**src/rtl/fbf_pkg.sv**
```systemverilog
package fbf_pkg;
  typedef enum logic [1:0] {
    CYC_IDLE  = 2'd0,
    CYC_READ  = 2'd1,
    CYC_WRITE = 2'd2
  } cyc_e;
endpackage

```
**src/rtl/fbf_cycle_decode.sv**
```systemverilog
module fbf_cycle_decode
  import fbf_pkg::*;
(
  input  logic ce_n,
  input  logic oe_n,
  input  logic we_n,
  output cyc_e cyc
);
  always_comb begin
    cyc = CYC_IDLE;
    if (!ce_n && !oe_n && we_n)
      cyc = CYC_READ;
    else if (!ce_n && !we_n && oe_n)
      cyc = CYC_WRITE;
  end
endmodule

```
**src/rtl/fbf_read_lanes.sv**
```systemverilog
module fbf_read_lanes
  import fbf_pkg::*;
#(
  parameter int WORD_W = 16
) (
  input  logic              clk,
  input  logic              rst_n,
  input  cyc_e              cyc,
  input  logic              byte_mode,
  input  logic              lsb,
  input  logic [WORD_W-1:0] arr_rdata,
  output logic [WORD_W-1:0] dq_o,
  output logic [WORD_W-1:0] dq_oe
);
  localparam int LANE_W = WORD_W / 2;

  logic              is_rd;
  logic [WORD_W-1:0] oe_d;
  logic [WORD_W-1:0] oe_q;
  logic [WORD_W-1:0] do_d;
  logic [WORD_W-1:0] do_q;
  logic              do_en;

  assign is_rd = (cyc == CYC_READ);
  assign do_en = is_rd;

  for (genvar i = 0; i < WORD_W; i++) begin : g_lane_oe
    if (i < LANE_W) begin : g_low
      assign oe_d[i] = is_rd;
    end else begin : g_high
      assign oe_d[i] = is_rd & ~byte_mode;
    end
  end

  always_comb begin
    if (!byte_mode)
      do_d = arr_rdata;
    else if (lsb)
      do_d = {{LANE_W{1'b0}}, arr_rdata[WORD_W-1:LANE_W]};
    else
      do_d = {{LANE_W{1'b0}}, arr_rdata[LANE_W-1:0]};
  end

  always_ff @(posedge clk or negedge rst_n) begin
    if (!rst_n) begin
      oe_q <= '0;
      do_q <= '0;
    end else begin
      oe_q <= oe_d;
      if (do_en)
        do_q <= do_d;
    end
  end

  assign dq_o  = do_q;
  assign dq_oe = oe_q;


  byte_upper_off_chk: assert property (@(posedge clk) disable iff (!rst_n)
    byte_mode |=> (dq_oe[WORD_W-1:LANE_W] == '0));


  word_all_on_chk: assert property (@(posedge clk) disable iff (!rst_n)
    (is_rd && !byte_mode) |=> (&dq_oe));


  no_drive_off_read_chk: assert property (@(posedge clk) disable iff (!rst_n)
    !is_rd |=> (dq_oe == '0));
endmodule

```
**src/rtl/fbf_write_capture.sv**
```systemverilog
module fbf_write_capture
  import fbf_pkg::*;
#(
  parameter int ADDR_W = 8,
  parameter int WORD_W = 16,
  parameter int BANK_W = 2
) (
  input  logic              clk,
  input  logic              rst_n,
  input  cyc_e              cyc,
  input  logic              byte_mode,
  input  logic              lsb,
  input  logic [ADDR_W-1:0] addr,
  input  logic [WORD_W-1:0] dq_i,
  output logic              cmd_valid,
  output logic [ADDR_W:0]   cmd_addr,
  output logic [WORD_W-1:0] cmd_data,
  output logic              cmd_byte,
  output logic [BANK_W-1:0] cmd_bank
);
  localparam int LANE_W = WORD_W / 2;

  logic              is_wr;
  logic              wr_q;
  logic              valid_d;
  logic              valid_q;
  logic              cap_en;
  logic [ADDR_W:0]   cap_addr_d;
  logic [ADDR_W:0]   cap_addr_q;
  logic [WORD_W-1:0] cap_data_d;
  logic [WORD_W-1:0] cap_data_q;
  logic              cap_byte_q;

  assign is_wr  = (cyc == CYC_WRITE);
  assign cap_en = is_wr;

  always_comb begin
    valid_d    = wr_q & ~is_wr;
    cap_addr_d = {addr, byte_mode & lsb};
    if (byte_mode)
      cap_data_d = {{LANE_W{1'b0}}, dq_i[LANE_W-1:0]};
    else
      cap_data_d = dq_i;
  end

  always_ff @(posedge clk or negedge rst_n) begin
    if (!rst_n) begin
      wr_q       <= 1'b0;
      valid_q    <= 1'b0;
      cap_addr_q <= '0;
      cap_data_q <= '0;
      cap_byte_q <= 1'b0;
    end else begin
      wr_q    <= is_wr;
      valid_q <= valid_d;
      if (cap_en) begin
        cap_addr_q <= cap_addr_d;
        cap_data_q <= cap_data_d;
        cap_byte_q <= byte_mode;
      end
    end
  end

  assign cmd_valid = valid_q;
  assign cmd_addr  = cap_addr_q;
  assign cmd_data  = cap_data_q;
  assign cmd_byte  = cap_byte_q;
  assign cmd_bank  = cap_addr_q[ADDR_W:ADDR_W-BANK_W+1];


  strobe_single_chk: assert property (@(posedge clk) disable iff (!rst_n)
    cmd_valid |=> !cmd_valid);


  strobe_after_write_chk: assert property (@(posedge clk) disable iff (!rst_n)
    cmd_valid |-> ($past(cyc, 2) == CYC_WRITE && $past(cyc) != CYC_WRITE));
endmodule

```
**src/rtl/fbf_bus_frontend.sv**
```systemverilog
module fbf_bus_frontend
  import fbf_pkg::*;
#(
  parameter int ADDR_W = 8,
  parameter int WORD_W = 16
) (
  input  logic              clk,
  input  logic              rst_n,
  input  logic              ce_n,
  input  logic              oe_n,
  input  logic              we_n,
  input  logic              wide_n,
  input  logic [ADDR_W-1:0] addr,
  input  logic [WORD_W-1:0] dq_i,
  output logic [WORD_W-1:0] dq_o,
  output logic [WORD_W-1:0] dq_oe,
  output logic [ADDR_W-1:0] arr_addr,
  input  logic [WORD_W-1:0] arr_rdata,
  output logic              cmd_valid,
  output logic [ADDR_W:0]   cmd_addr,
  output logic [WORD_W-1:0] cmd_data,
  output logic              cmd_byte,
  output logic [1:0]        cmd_bank
);
  localparam int BANK_W = 2;

  logic rst_s1;
  logic rst_s2;
  logic byte_mode;
  logic lsb;
  cyc_e cyc;

  always_ff @(posedge clk or negedge rst_n) begin
    if (!rst_n) begin
      rst_s1 <= 1'b0;
      rst_s2 <= 1'b0;
    end else begin
      rst_s1 <= 1'b1;
      rst_s2 <= rst_s1;
    end
  end

  assign byte_mode = ~wide_n;
  assign lsb       = dq_i[WORD_W-1];
  assign arr_addr  = addr;

  fbf_cycle_decode u_dec (
    .ce_n (ce_n),
    .oe_n (oe_n),
    .we_n (we_n),
    .cyc  (cyc)
  );

  fbf_read_lanes #(.WORD_W(WORD_W)) u_rd (
    .clk       (clk),
    .rst_n     (rst_s2),
    .cyc       (cyc),
    .byte_mode (byte_mode),
    .lsb       (lsb),
    .arr_rdata (arr_rdata),
    .dq_o      (dq_o),
    .dq_oe     (dq_oe)
  );

  fbf_write_capture #(
    .ADDR_W (ADDR_W),
    .WORD_W (WORD_W),
    .BANK_W (BANK_W)
  ) u_wr (
    .clk       (clk),
    .rst_n     (rst_s2),
    .cyc       (cyc),
    .byte_mode (byte_mode),
    .lsb       (lsb),
    .addr      (addr),
    .dq_i      (dq_i),
    .cmd_valid (cmd_valid),
    .cmd_addr  (cmd_addr),
    .cmd_data  (cmd_data),
    .cmd_byte  (cmd_byte),
    .cmd_bank  (cmd_bank)
  );


  clash_quiet_chk: assert property (@(posedge clk) disable iff (!rst_s2)
    (!ce_n && !oe_n && !we_n) |=> (dq_oe == '0));
endmodule

```
**config.mk**
```make
export PLATFORM = sky130hd
export DESIGN_NAME = fbf_bus_frontend
export DESIGN_NICKNAME = d
export VERILOG_FILES = /design/src/rtl/fbf_pkg.sv /design/src/rtl/fbf_cycle_decode.sv /design/src/rtl/fbf_read_lanes.sv /design/src/rtl/fbf_write_capture.sv /design/src/rtl/fbf_bus_frontend.sv
export SDC_FILE = /design/constraint.sdc
export NUM_CORES = 1
export LEC_CHECK = 0
export ABC_AREA = 1
export BUFFER_PORTS_ARGS = -buffer_cell sky130_fd_sc_hd__buf_2
export CORE_AREA = 2 2 78 80
export CTS_CLUSTER_SIZE = 16
export DETAILED_ROUTE_END_ITERATION = 16
export DIE_AREA = 0 0 80 82
export GPL_ROUTABILITY_DRIVEN = 1
export GPL_TIMING_DRIVEN = 0
export PLACE_DENSITY = 0.74
export SYNTH_ARGS = -nofsm -noshare
export SYNTH_HDL_FRONTEND = slang
export SYNTH_HIERARCHICAL = 1
export SYNTH_SLANG_ARGS = --single-unit
```
**constraint.sdc**
```tcl
create_clock -name clk -period 1.5 [get_ports clk]
set_input_delay 0.3 -clock clk [delete_from_list [all_inputs] [get_ports clk]]
set_output_delay 0.3 -clock clk [all_outputs]
set_load 0.1 [all_outputs]
```
==> Word level (Yosys, flattened, before mapping) <==
Index checks and enable logic that the tools add are counted.
{ "totals": {"out_inout_bits": 69, "elab_cells": 28, "regBits": 55, "inputBits": 46} }
{ "classes": {"eq_ne": 2, "n_reduce_logical": 7, "mux": 5, "bitwise": 5} }
{ "ops": {"columns": ["cell", "n"], "rows": [
  ["$mux 16", 2],
  ["$mux 8", 1],
  ["$logic_and 1x1->1", 4],
  ["$mux 2", 2],
  ["$and 1x1->1", 3],
  ["$logic_not 1->1", 3],
  ["$eq 2x1->1 const B", 1],
  ["$eq 2x2->1 const B", 1],
  ["$not 1->1", 2]
]} }

==> Depth between registers and ports, before layout <==
{ "depth": {"depth_word": 8, "ltp_mapped": 8, "mapped_depth_nobuf": 8} }

==> Cells and area by module <==
Netlist, hierarchy kept.
{ "modules_own_cells": {"columns": ["mod", "instances", "area_each_um2", "cells_each", "seq_area_each_um2"], "rows": [
  ["fbf_write_capture", 1, 1158.6, 137, 700.7],
  ["fbf_read_lanes", 1, 989.7, 121, 450.4],
  ["fbf_bus_frontend", 1, 117.6, 12, 50.0],
  ["fbf_cycle_decode", 1, 18.8, 5, 0.0]
]} }

==> Worst setup path after synthesis <==
No wires, ideal clock.
{ "synth_timing": {"kind": "flip-flop to output port", "from": "reg u_rd/dq_oe[8] (netlist name)", "to": "out dq_oe[10]", "arrival_time_ps": 1424, "required_time_ps": 1200, "n_path_buf": 1, "stages_incl_launch_ff": 2, "path_slack_ps": -224, "path_cell_list": "dfrtp_1 > buf_4"} }
{ "synth_lines": {"columns": ["element", "line", "text"], "rows": [
  ["end, declared", "fbf_bus_frontend.sv:16", "output logic [WORD_W-1:0] dq_oe,"]
]} }

==> results.toml <==
[synth]
ys_ff_latch = 48
post-synth-top-area-fraction_pct = 52.6
syn_area_per_cell_um2 = 8.31
synth-main-ff-cell = "dfrtp_1"
seq_area_frac_synth_pct = 52.6
yosysMostFrequentCell = "nand2_1"
synthTopCellsByCount = "nand2_1 (116), dfrtp_1 (48), inv_1 (29)"
synth_top_cell_by_area = "dfrtp_1"
ys_warn_count = 6
synth-edff-count = 0
netlist_area_um2 = 2280
synth_cell_types = 15
yosys-top-cells-area = "dfrtp_1 (53%), nand2_1 (19%), buf_4 (8.9%), inv_1 (4.8%), nand2_2 (4.1%)"
syn_nets = 321
async_reset_ff_share_pct = 100
synth_cells = 275

[finish]
syn_to_final_growth_pct = 36.5
n_antenna_cell = 0
drive_gt1_share_pct = 45.4
multi_input_area_um2 = 708
fill_cells = 567
num-nets-final = 444
register_area_um2 = 1210
fin_util_pct = 54.3

[global_route]
grt-ovfl-total = 0
antenna_found_initial = 0
grt_max_degree = 27
grt_usage_pct = 16.3
grt_pass1_wl_mm = 8.29
grt_pass1_vias = 1818

[critical_path]
crit_path_end_kind = "output port"
cpLargestDelayFamily = "flip-flops"
cp.required_ps = 1200
slowest_stage = "dfrtp_2"
crit_top_cell = "buf_4"
cp.buffers_inverters = 2
cpPeakStageDelay_ps = 430
startpoint_type = "register"
worstSetupPathType = "reg2out"
crit_fanout = 8
worstPathArrival_ps = 1120
path_cells = "buf_4 > buf_4"

[power_and_ir_drop]
p_sw_share_pct = 53.5
p_int_mw = 2.19
power_leakage_nw = 1.94
combPwrFrac_pct = 49.6
power_frac_clock_pct = 16.2
ir_worst_vdd_uv = 721
p_switching_mw = 2.52
cellPowerDensity_nw_per_um2 = 1510
p_seq_share_pct = 34.2

[clocking]
worstSkewPairLatency_ps = 290
cts_tree = "yes"
postCtsSetupRepairBufs = 0
cts_buffer_depth = 2
cts-root-buf = "clkbuf_8"
clkTransAtPathRegs_ps = 90
cts.sinks = 48
htree_levels = 2
cts-buffers-inserted = 5

[die]
rows = 28
initial_utilization_pct = 39.8
dieArea_um2 = 6560
die_h_um = 82
core_area_um2 = 5750
io_pins = 115
die_w_um = 80

[detailed_routing]
wl_per_cell_um = 10.8
drc = 0
ant_nets = 0
drtIter0Drc = 75
vias_per_cell = 4.31
routed.top_layer = "met4"
drt-met1-wl_mm = 2.20
route.vias.total = 2043
met3_length_um = 491
first_pass_iters = 4
wl_met2_mm = 2.40
routed_wl_mm = 5.13

[sta]
rsz0062_at_grt = "false"
worst_slack_ps = 76.3
finalSetupViolations = 0
finClkSkew_ps = 4.17
slew_viol_final = 0
fmax_mhz = 702
max-slew-margin-rel_pct = 66.2
tns_ps = 0
hold_violations = 0
worst_slew_pin_slew_ps = 505
fin_crit_ps = 1420
post-route-period-util_pct = 94.9

[placement]
gp_congestion = 0.701
place_hpwl_mm = 3.90
port-buffer-count = 114
dpl_worst_slack_ps = -159

[run_status]
status = "complete, no violations"

[worst_hold_path]
hp-class = "in2reg"

[flow_run]
maxCapViolCount = 0
-- registers in the layout, summed over array words and instances, names as in the netlist --
| register | count |
|---|---|
| u_wr/wr_q | 1 |
| u_wr/cmd_valid | 1 |
| u_rd/dq_oe | 2 |
| u_wr/cmd_data | 16 |
| rst_s1 | 1 |
| u_wr/cmd_addr | 9 |
| rst_s2 | 1 |
| u_rd/dq_o | 16 |
| u_wr/cmd_byte | 1 |
-- final timing paths --
kind / slack (ps) / depth (start not counted) / endpoint / startpoint
setup reg to reg: 730 / 1 / u_rd/dq_oe[6] / rst_s2
setup / recovery: 80 / 2 / dq_oe[4] / u_rd/dq_oe[6]
min in group asynchronous: 240 / 0 / u_wr/cmd_addr[3] / rst_s2
hold / removal: 190 / 3 / u_wr/cmd_data[6] / dq_i[6]
max in group asynchronous: 730 / 1 / u_rd/dq_oe[6] / rst_s2
hold reg to reg: 240 / 0 / u_wr/cmd_addr[3] / rst_s2
-- cell families (layout without fill, tap and decap cells) --
kind of cell / after synthesis / after routing / synth area share (%)
DFF: 48 / 48 / 52.6
buffers and inverters: 64 / 188 / 16.4
other: 1 / 1 / 0.164
and+or+nand+nor: 162 / 162 / 30.8
-- layer usage --
layer	GRT usage [%]	vias to the layer above
li1	-	1027
met1	20.9	915
met2	27.8	95
met3	4.40	6
met4	3.56	0
met5	0	-
-- repair_timing --
item	4_1_cts	5_1_grt
setup endpoints to repair	16	2
hold buffers	1	0
resized for setup	16	2
hold endpoints to repair	2	0
-- cell type report --
| type | instances | share of cell area (%) |
|---|---|---|
| buffer | 32 | 8.18 |
| clock buffer | 6 | 2.33 |
| clock inverter | 2 | 0.521 |
| inverter | 32 | 3.85 |
| multi-input combinational | 163 | 22.7 |
| sequential | 48 | 38.7 |
| tap | 75 | 3.01 |
| timing repair buffer | 116 | 20.7 |
-- placed cells by master (no fill, tap or decap) --
cell / count
nand2_1: 116
buf_2: 98
buf_4: 43
dfrtp_1: 43
inv_1: 29
nand3_1: 16
nand2_2: 15
nor2_1: 11
clkbuf_8: 5
dfrtp_2: 5
inv_2: 3
buf_12: 2
clkbuf_4: 2
nor2_4: 2
buf_6: 2
clkinvlp_4: 1
clkbuf_1: 1
clkinv_4: 1
dlygate4sd3_1: 1
conb_1: 1
nand2_4: 1
nor2_8: 1
-- power by group through the flow --
stage / Sequential, mW / Clock [mW] / Combinational (mW)
5_1_grt: 1.64 / 0.849 / 2.43
3_5_place_dp: 1.63 / 0 / 2.34
4_1_cts: 1.61 / 0.783 / 2.35
2_1_floorplan: 3.03 / 0 / 0.548
3_3_place_gp: 1.64 / 0 / 2.29
6_report: 1.61 / 0.762 / 2.34
-- per-stage QoR --
step	total power [mW]	cells	instance area, um2	hold WS (ps)
after floorplan	3.57	275	2290	4.41
after global placement	3.94	464	2950	86.9
after detailed placement	3.97	465	2980	87.4
after CTS	4.75	474	3110	178
after global routing	4.91	474	3120	182
final	4.71	474	3120	190
Note: power is estimated with default switching activity, not from simulation.
